--- src/rtl/flash_cmd_pkg.sv ---
package flash_cmd_pkg;
  typedef enum logic [1:0] {
    MODE_READ    = 2'd0,
    MODE_AUTOSEL = 2'd1,
    MODE_BYPASS  = 2'd2
  } mode_e;

  typedef enum logic [3:0] {
    ST_IDLE, ST_UNL1, ST_UNL2, ST_PROG,
    ST_ER1, ST_ER2, ST_ER3, ST_BERASE, ST_BEXIT
  } step_e;

  typedef struct packed {
    logic prog;
    logic chip;
    logic sect;
    logic susp;
    logic resume;
    logic rst;
    logic autosel;
    logic cfi;
  } req_t;

  localparam logic [7:0] CMD_UNL_A  = 8'hAA;
  localparam logic [7:0] CMD_UNL_B  = 8'h55;
  localparam logic [7:0] CMD_PROG   = 8'hA0;
  localparam logic [7:0] CMD_ERASE  = 8'h80;
  localparam logic [7:0] CMD_CHIP   = 8'h10;
  localparam logic [7:0] CMD_SECT   = 8'h30;
  localparam logic [7:0] CMD_AUTO   = 8'h90;
  localparam logic [7:0] CMD_BYPASS = 8'h20;
  localparam logic [7:0] CMD_RESET  = 8'hF0;
  localparam logic [7:0] CMD_SUSP   = 8'hB0;
  localparam logic [7:0] CMD_QUERY  = 8'h98;
endpackage

--- src/rtl/flash_seq_fsm.sv ---
module flash_seq_fsm
  import flash_cmd_pkg::*;
#(
  parameter int ADDR_W    = 16,
  parameter int DATA_W    = 16,
  parameter int BANK_W    = 2,
  parameter int UNLOCK_AW = 11
) (
  input  logic              clk_i,
  input  logic              rst_ni,
  input  logic              wr_i,
  input  logic [ADDR_W-1:0] addr_i,
  input  logic [DATA_W-1:0] wdata_i,
  input  logic              busy_i,
  input  logic              done_i,
  output req_t              req_o,
  output mode_e             mode_o,
  output logic              susp_o,
  output logic [BANK_W-1:0] bank_o,
  output logic [ADDR_W-1:0] op_addr_o,
  output logic [DATA_W-1:0] op_data_o
);
  localparam logic [UNLOCK_AW-1:0] A_555 = UNLOCK_AW'('h555);
  localparam logic [UNLOCK_AW-1:0] A_2AA = UNLOCK_AW'('h2AA);
  localparam logic [UNLOCK_AW-1:0] A_055 = UNLOCK_AW'('h055);

  step_e step_q, step_d;
  mode_e mode_q, mode_d;
  req_t  req_q, req_d;
  logic  susp_q, susp_d, erase_q, erase_d, cap, bank_cap;
  logic [BANK_W-1:0] bank_q;
  logic [ADDR_W-1:0] addr_q;
  logic [DATA_W-1:0] data_q;

  logic [UNLOCK_AW-1:0] lo_a;
  logic [7:0] d8;
  logic is_555, is_2aa, is_055;
  assign lo_a   = addr_i[UNLOCK_AW-1:0];
  assign d8     = wdata_i[7:0];
  assign is_555 = (lo_a == A_555);
  assign is_2aa = (lo_a == A_2AA);
  assign is_055 = (lo_a == A_055);

  always_comb begin
    step_d = step_q; mode_d = mode_q; susp_d = susp_q; erase_d = erase_q;
    req_d = '0; cap = 1'b0; bank_cap = 1'b0;
    if (done_i && !susp_q) erase_d = 1'b0;
    if (wr_i) begin
      if (busy_i) begin
        if (d8 == CMD_SUSP && erase_q && !susp_q) begin
          req_d.susp = 1'b1; susp_d = 1'b1; step_d = ST_IDLE;
        end
      end else begin
        step_d = ST_IDLE;
        unique case (step_q)
          ST_IDLE: begin
            if (mode_q == MODE_BYPASS) begin
              if (d8 == CMD_PROG)       step_d = ST_PROG;
              else if (d8 == CMD_ERASE) step_d = ST_BERASE;
              else if (d8 == CMD_AUTO)  step_d = ST_BEXIT;
            end else if (d8 == CMD_RESET) begin
              req_d.rst = 1'b1; mode_d = MODE_READ;
            end else if (d8 == CMD_UNL_A && is_555) begin
              step_d = ST_UNL1;
            end else if (d8 == CMD_QUERY && is_055 && (mode_q == MODE_AUTOSEL || !susp_q)) begin
              req_d.cfi = 1'b1;
            end else if (d8 == CMD_SECT && susp_q) begin
              req_d.resume = 1'b1; susp_d = 1'b0;
            end else if (d8 == CMD_SUSP && erase_q && !susp_q) begin
              req_d.susp = 1'b1; susp_d = 1'b1;
            end
          end
          ST_UNL1: if (d8 == CMD_UNL_B && is_2aa) step_d = ST_UNL2;
          ST_UNL2: if (is_555) begin
            if (d8 == CMD_PROG) step_d = ST_PROG;
            else if (d8 == CMD_ERASE && !susp_q) step_d = ST_ER1;
            else if (d8 == CMD_AUTO) begin
              req_d.autosel = 1'b1; mode_d = MODE_AUTOSEL; bank_cap = 1'b1;
            end else if (d8 == CMD_BYPASS && mode_q == MODE_READ && !susp_q)
              mode_d = MODE_BYPASS;
          end
          ST_PROG: begin req_d.prog = 1'b1; cap = 1'b1; end
          ST_ER1:  if (d8 == CMD_UNL_A && is_555) step_d = ST_ER2;
          ST_ER2:  if (d8 == CMD_UNL_B && is_2aa) step_d = ST_ER3;
          ST_ER3: begin
            if (d8 == CMD_CHIP && is_555) req_d.chip = 1'b1;
            else if (d8 == CMD_SECT) begin
              req_d.sect = 1'b1; cap = 1'b1; erase_d = 1'b1;
            end
          end
          ST_BERASE: if (d8 == CMD_CHIP) req_d.chip = 1'b1;
          ST_BEXIT:  if (d8 == 8'h00) mode_d = MODE_READ;
          default: step_d = ST_IDLE;
        endcase
      end
    end
  end

  always_ff @(posedge clk_i or negedge rst_ni) begin
    if (!rst_ni) begin
      step_q <= ST_IDLE; mode_q <= MODE_READ; req_q <= '0;
      susp_q <= 1'b0; erase_q <= 1'b0; bank_q <= '0;
      addr_q <= '0; data_q <= '0;
    end else begin
      step_q <= step_d; mode_q <= mode_d; req_q <= req_d;
      susp_q <= susp_d; erase_q <= erase_d;
      if (bank_cap) bank_q <= addr_i[ADDR_W-1 -: BANK_W];
      if (cap) begin addr_q <= addr_i; data_q <= wdata_i; end
    end
  end

  assign req_o     = req_q;
  assign mode_o    = mode_q;
  assign susp_o    = susp_q;
  assign bank_o    = bank_q;
  assign op_addr_o = addr_q;
  assign op_data_o = data_q;


  req_onehot_chk: assert property (@(posedge clk_i) disable iff (!rst_ni) $onehot0(req_q));

  prog_single_chk: assert property (@(posedge clk_i) disable iff (!rst_ni) req_q.prog |=> !req_q.prog);

  susp_valid_chk: assert property (@(posedge clk_i) disable iff (!rst_ni)
    req_d.susp |=> (susp_q && $past(erase_q) && !$past(susp_q)));

  busy_ignore_chk: assert property (@(posedge clk_i) disable iff (!rst_ni)
    (busy_i && wr_i && wdata_i[7:0] != CMD_SUSP) |=>
    !(req_q.prog || req_q.chip || req_q.sect || req_q.rst || req_q.cfi || req_q.autosel));

  bypass_hold_chk: assert property (@(posedge clk_i) disable iff (!rst_ni)
    (mode_q == MODE_BYPASS && !(wr_i && !busy_i)) |=> mode_q == MODE_BYPASS);

  cfi_mode_chk: assert property (@(posedge clk_i) disable iff (!rst_ni)
    req_q.cfi |-> $past(mode_q) != MODE_BYPASS);
endmodule

--- src/rtl/flash_id_table.sv ---
module flash_id_table
  import flash_cmd_pkg::*;
#(
  parameter int ADDR_W = 16,
  parameter int DATA_W = 16,
  parameter int BANK_W = 2,
  parameter int SG_W   = 3,
  parameter logic [2**SG_W-1:0] PROT_MASK = 8'b1010_0110,
  parameter logic [DATA_W-1:0] MFR_ID  = 16'h0001,
  parameter logic [DATA_W-1:0] DEV_ID0 = 16'h22A5,
  parameter logic [DATA_W-1:0] DEV_ID1 = 16'h2210,
  parameter logic [DATA_W-1:0] DEV_ID2 = 16'h2203
) (
  input  logic              rd_i,
  input  logic [ADDR_W-1:0] addr_i,
  input  mode_e             mode_i,
  input  logic [BANK_W-1:0] bank_i,
  input  logic [DATA_W-1:0] array_rdata_i,
  output logic              array_rd_o,
  output logic [DATA_W-1:0] rdata_o
);
  logic hit;
  logic [SG_W-1:0] sg;
  logic [DATA_W-1:0] id_word;
  logic unused_addr;

  assign unused_addr = ^addr_i;
  assign sg  = addr_i[ADDR_W-1 -: SG_W];
  assign hit = (mode_i == MODE_AUTOSEL) && (addr_i[ADDR_W-1 -: BANK_W] == bank_i);

  always_comb begin
    unique case (addr_i[7:0])
      8'h00:   id_word = MFR_ID;
      8'h01:   id_word = DEV_ID0;
      8'h02:   id_word = DATA_W'(PROT_MASK[sg]);
      8'h0E:   id_word = DEV_ID1;
      8'h0F:   id_word = DEV_ID2;
      default: id_word = '0;
    endcase
  end

  assign array_rd_o = rd_i && !hit;
  assign rdata_o    = hit ? id_word : array_rdata_i;
endmodule

--- src/rtl/flash_cmd_decoder.sv ---
module flash_cmd_decoder
  import flash_cmd_pkg::*;
#(
  parameter int ADDR_W    = 16,
  parameter int DATA_W    = 16,
  parameter int BANK_W    = 2,
  parameter int SG_W      = 3,
  parameter int UNLOCK_AW = 11,
  parameter logic [2**SG_W-1:0] PROT_MASK = 8'b1010_0110
) (
  input  logic              clk_i,
  input  logic              rst_ni,
  input  logic              wr_i,
  input  logic              rd_i,
  input  logic [ADDR_W-1:0] addr_i,
  input  logic [DATA_W-1:0] wdata_i,
  input  logic              busy_i,
  input  logic              done_i,
  input  logic [DATA_W-1:0] array_rdata_i,
  output logic              array_rd_o,
  output logic [DATA_W-1:0] rdata_o,
  output logic              prog_req_o,
  output logic              chip_erase_o,
  output logic              sector_erase_o,
  output logic              suspend_o,
  output logic              resume_o,
  output logic              reset_o,
  output logic              autosel_o,
  output logic              cfi_o,
  output logic [ADDR_W-1:0] op_addr_o,
  output logic [DATA_W-1:0] op_data_o,
  output logic [1:0]        mode_o,
  output logic              suspended_o
);
  req_t  req;
  mode_e mode;
  logic [BANK_W-1:0] bank;

  flash_seq_fsm #(
    .ADDR_W(ADDR_W), .DATA_W(DATA_W), .BANK_W(BANK_W), .UNLOCK_AW(UNLOCK_AW)
  ) u_fsm (
    .clk_i, .rst_ni, .wr_i, .addr_i, .wdata_i, .busy_i, .done_i,
    .req_o(req), .mode_o(mode), .susp_o(suspended_o), .bank_o(bank),
    .op_addr_o, .op_data_o
  );

  flash_id_table #(
    .ADDR_W(ADDR_W), .DATA_W(DATA_W), .BANK_W(BANK_W), .SG_W(SG_W), .PROT_MASK(PROT_MASK)
  ) u_id (
    .rd_i, .addr_i, .mode_i(mode), .bank_i(bank), .array_rdata_i,
    .array_rd_o, .rdata_o
  );

  assign prog_req_o     = req.prog;
  assign chip_erase_o   = req.chip;
  assign sector_erase_o = req.sect;
  assign suspend_o      = req.susp;
  assign resume_o       = req.resume;
  assign reset_o        = req.rst;
  assign autosel_o      = req.autosel;
  assign cfi_o          = req.cfi;
  assign mode_o         = mode;


  read_pass_chk: assert property (@(posedge clk_i) disable iff (!rst_ni)
    (mode != MODE_AUTOSEL) |-> (rdata_o == array_rdata_i && array_rd_o == rd_i));

  reset_mode_chk: assert property (@(posedge clk_i) disable iff (!rst_ni)
    reset_o |-> (mode == MODE_READ && suspended_o == $past(suspended_o)));
endmodule

--- config.mk ---
export PLATFORM = sky130hd
export DESIGN_NAME = flash_cmd_decoder
export DESIGN_NICKNAME = d
export VERILOG_FILES = /design/src/rtl/flash_cmd_pkg.sv /design/src/rtl/flash_seq_fsm.sv /design/src/rtl/flash_id_table.sv /design/src/rtl/flash_cmd_decoder.sv
export SDC_FILE = /design/constraint.sdc
export NUM_CORES = 1
export LEC_CHECK = 0
export ABC_AREA = 1
export BUFFER_PORTS_ARGS = -buffer_cell sky130_fd_sc_hd__buf_4
export CELL_PAD_IN_SITES_DETAIL_PLACEMENT = 0
export CELL_PAD_IN_SITES_GLOBAL_PLACEMENT = 1
export CORE_MARGIN = 2
export CORE_UTILIZATION = 36
export CTS_CLUSTER_SIZE = 28
export DETAILED_ROUTE_END_ITERATION = 12
export PLACE_DENSITY_LB_ADDON = 0.1
export SLEW_MARGIN = 20
export SYNTH_ARGS = -nofsm -noshare
export SYNTH_HDL_FRONTEND = slang
export SYNTH_SLANG_ARGS = --single-unit
--- constraint.sdc ---
create_clock -name clk_i -period 3.35 [get_ports clk_i]
set_input_delay 0 -clock clk_i [delete_from_list [all_inputs] [get_ports clk_i]]
set_output_delay 0 -clock clk_i [all_outputs]
set_load 0.01 [all_outputs]
==> summary.txt <==
Run status
  • Status: finished, final reports clean

CTS
  • Worst-skew pair later-pin latency: 0.31 ns
  • CTS tree: yes
  • CTS Buffer Depth: 2
  • Setup Fix Bufs, Post-CTS: 0
  • Inserted Clock Buffers: 5
  • Clk pin slew, worst setup/hold paths: ~0.10 ns
  • Root Buffer: clkbuf_8
  • Clk sinks: 50
  • Post-CTS sizing: 0
  • H-Tree Level Count: 2
  • Hold buffers post-CTS: 31

GRT
  • Largest net degree at the start of global routing: 51
  • Total grt overflow: 0
  • Initial antenna violation count: 0
  • Vias in the first global route: 2944
  • GRT Total Usage: 20.2%
  • First-pass GRT wire length: 14100 um

Final layout
  • Share of layout cells above drive strength 1: ~25%
  • Inserted Diodes: 0
  • Non-Filler Instances: 675
  • Final nets: 626
  • Fillers: 772
  • Multi-input logic area: 1390 um2
  • Reg area: 1250 um2
  • Fin util: 54.8%
  • Area grow syn2layout: 46.2%

STA
  • Measured slew at the worst slew-check pin: 0.641 ns
  • Fin crit period: 2.07 ns
  • Final period utilization: 61.9%
  • RSZ-0062 raised after global routing: false
  • Max-slew headroom: between 50 and 60%
  • Fin Clk Skew: 0.0104 ns
  • Sum of negative setup slack: 0 ns
  • Max Clock Freq: 482 MHz
  • Pins Over Slew Limit: 0
  • Endpoints failing hold: 0
  • Count of final setup violators: 0

Pwr
  • Sw Ratio: 25.2%
  • Combinational share of power: 15.7%
  • Static Leak: 2.41 nW
  • Peak VDD IR: 0.000188 V
  • P_sw: 321 uW
  • Final Power: 1.28 mW
  • Flop pwr share: 47.9%
  • Int Pwr: around 950 uW
  • Clk network pwr share: 36.4%
  • Power per Cell Area: between 200 and 300 nW/um2

Route
  • Vias per inst: between 4 and 5
  • Wirelength per Cell: 13.0 um
  • DRT Wirelength: 8800 um
  • Drt first pass iters: 4
  • Initial DRC Count: 103
  • Routed vias: 3094
  • Post-route ant nets: 0
  • DRC: 0

Setup path
  • R2R Setup Slk: 1.38 ns
  • Worst EP required: about 3.6 ns
  • Crit path arrival time: 2.27 ns
  • Worst R2R End: u_fsm.op_addr_o[7]
  • CP Capture Type: register
  • Worst Path Max Fanout: 4
  • Worst R2R Start: u_fsm.step_q[2]
  • Worst R2R Path Depth: 5
  • Critical path class: in2reg
  • Crit path launch type: input port

Worst hold path
  • Type of the worst min-delay path: in2reg
  • Hold Path Sink: u_fsm.op_data_o[4]
  • Hold Path Cell Cnt: 3
  • Hold_sp: wdata_i[4]

Yosys
  • FF+latch count, synth: 50
  • Most numerous cell in the Yosys netlist: nand2_1
  • FFs w/ async S/R, synth: 100%
  • Synth area leaders: dfrtp_1 (43%), nand2_1 (16%), nor2_1 (11%)
  • Avg Cell Area, Syn: 6.83 um2
  • Yosys top cell area share: 42.8%
  • Synth cell types: 29
  • Post-Syn Nets: 482
  • Seq/Total Area, Yosys: roughly 43%
  • Post-synth EDFFs: 0
  • Post-Syn Area: between 2000 and 3000 um2
  • Synth top cells by count: nand2_1 (127), nor2_1 (83), inv_1 (54)
  • Top_reg_cell synth: dfrtp_1
  • Post-synth top area cell: dfrtp_1
  • Yosys warns: 0
  • Mapped Cells: ~430

Run
  • Max Cap Viol: 0

Placement
  • GPL Wtd Cong: 0.923
  • Buffers on Ports: 113
  • Placed instance count: around 640
  • Hpwl dp: 6670 um

Floorplan
  • I/O Pins: 114
  • Num rows: 32
  • Initial Utilization: a little under two fifths
  • Die width: 94.1 um
  • Core area: between 7000 and 8000 um2
  • DIE HEIGHT: around 94 um
  • Die ar.: 8860 um2
==> placed cells by master, fill, tap and decap left out, drive strengths merged, types with 2 or more instances in the layout <==
cell / synthesis / layout
nor4: 3 / 3
nor3: 10 / 10
buf: 7 / 114
o21ai: 9 / 9
dlygate4sd3: 0 / 31
dfrtp: 50 / 50
nand2: 130 / 130
nor2: 86 / 86
nand3: 45 / 45
a21oi: 21 / 21
clkbuf: 1 / 6
inv: 58 / 59
nand4: 2 / 2
==> power by group through the flow <==
stage	Combinational (mW)	Clock (mW)	Sequential (mW)
2_1_floorplan	0.0654	0	0.623
3_3_place_gp	0.174	0	0.623
3_5_place_dp	0.174	0	0.623
4_1_cts	0.203	0.472	0.611
5_1_grt	0.223	0.503	0.612
6_report	0.201	0.464	0.611
==> kinds of logic (layout without fill, tap and decap cells) <==
logic type	after synthesis	in the layout	share of synthesized area [%]
buffers and inverters	66	211	9.58
AO/OA/AOI/OAI	32	32	6.67
AND/OR/NAND/NOR	278	278	40.4
XOR/XNOR	2	2	0.599
flip-flops	50	50	42.8
==> state kept, by name, indices dropped and copies added (netlist names) <==
register         count
u_fsm.op_addr_o     16
u_fsm.op_data_o     16
u_fsm.req_o          8
u_fsm.step_q         4
u_fsm.bank_o         2
u_fsm.mode_o         2
u_fsm.erase_q        1
u_fsm.susp_o         1
==> through the flow <==
stage	hold WS [ns]	setup slack [ns]	cell area, um2
floorplan	-0.296	1.98	2930
detailed placement	0.0699	1.41	3850
CTS	0.00478	1.27	4280
finish	0.00917	1.28	4280
global placement	0.0634	1.50	3850
global route	0.00866	1.09	4280
==> worst max path at each step <==
stage,from,endpoint,slack [ns],depth (start not counted)
after floorplan,u_fsm.step_q[0],u_fsm.bank_o[0],1.98,8
after global placement,u_fsm.step_q[2],u_fsm.op_addr_o[0],1.50,5
after detailed placement,u_fsm.step_q[2],u_fsm.op_addr_o[7],1.41,5
after CTS,addr_i[1],u_fsm.req_o[4],1.27,11
after global routing,addr_i[1],u_fsm.req_o[4],1.09,11
final,addr_i[1],u_fsm.req_o[4],1.28,11
==> metal layers <==
layer | GRT usage [%] | vias to the layer above | wire, um
met4 | 5.19 | 0 | 138
li1 | - | 1616 | -
met1 | 26.4 | 1401 | 3990
met3 | 3.05 | 12 | 335
met5 | 0 | - | 0
met2 | 34.8 | 65 | 4340
==> worst max-delay path, stage by stage <==
cell and delay [ns]:
dlygate4sd3_1 0.54, buf_4 0.14, inv_1 0.11, nand2_1 0.11, nor2_1 0.15, nand3_1 0.17, nor2_1 0.28, nor2_1 0.09
nand3_1 0.08, a21oi_1 0.06, dlygate4sd3_1 0.55
==> cell type report <==
type	count	area share [%]
clock buffer	6	1.93
multi-input combinational	312	32.6
timing repair buffer	145	27.3
sequential	50	29.2
clock inverter	2	0.907
tap	102	2.98
inverter	58	5.09
No activity file was read; power rests on OpenSTA's default activity.
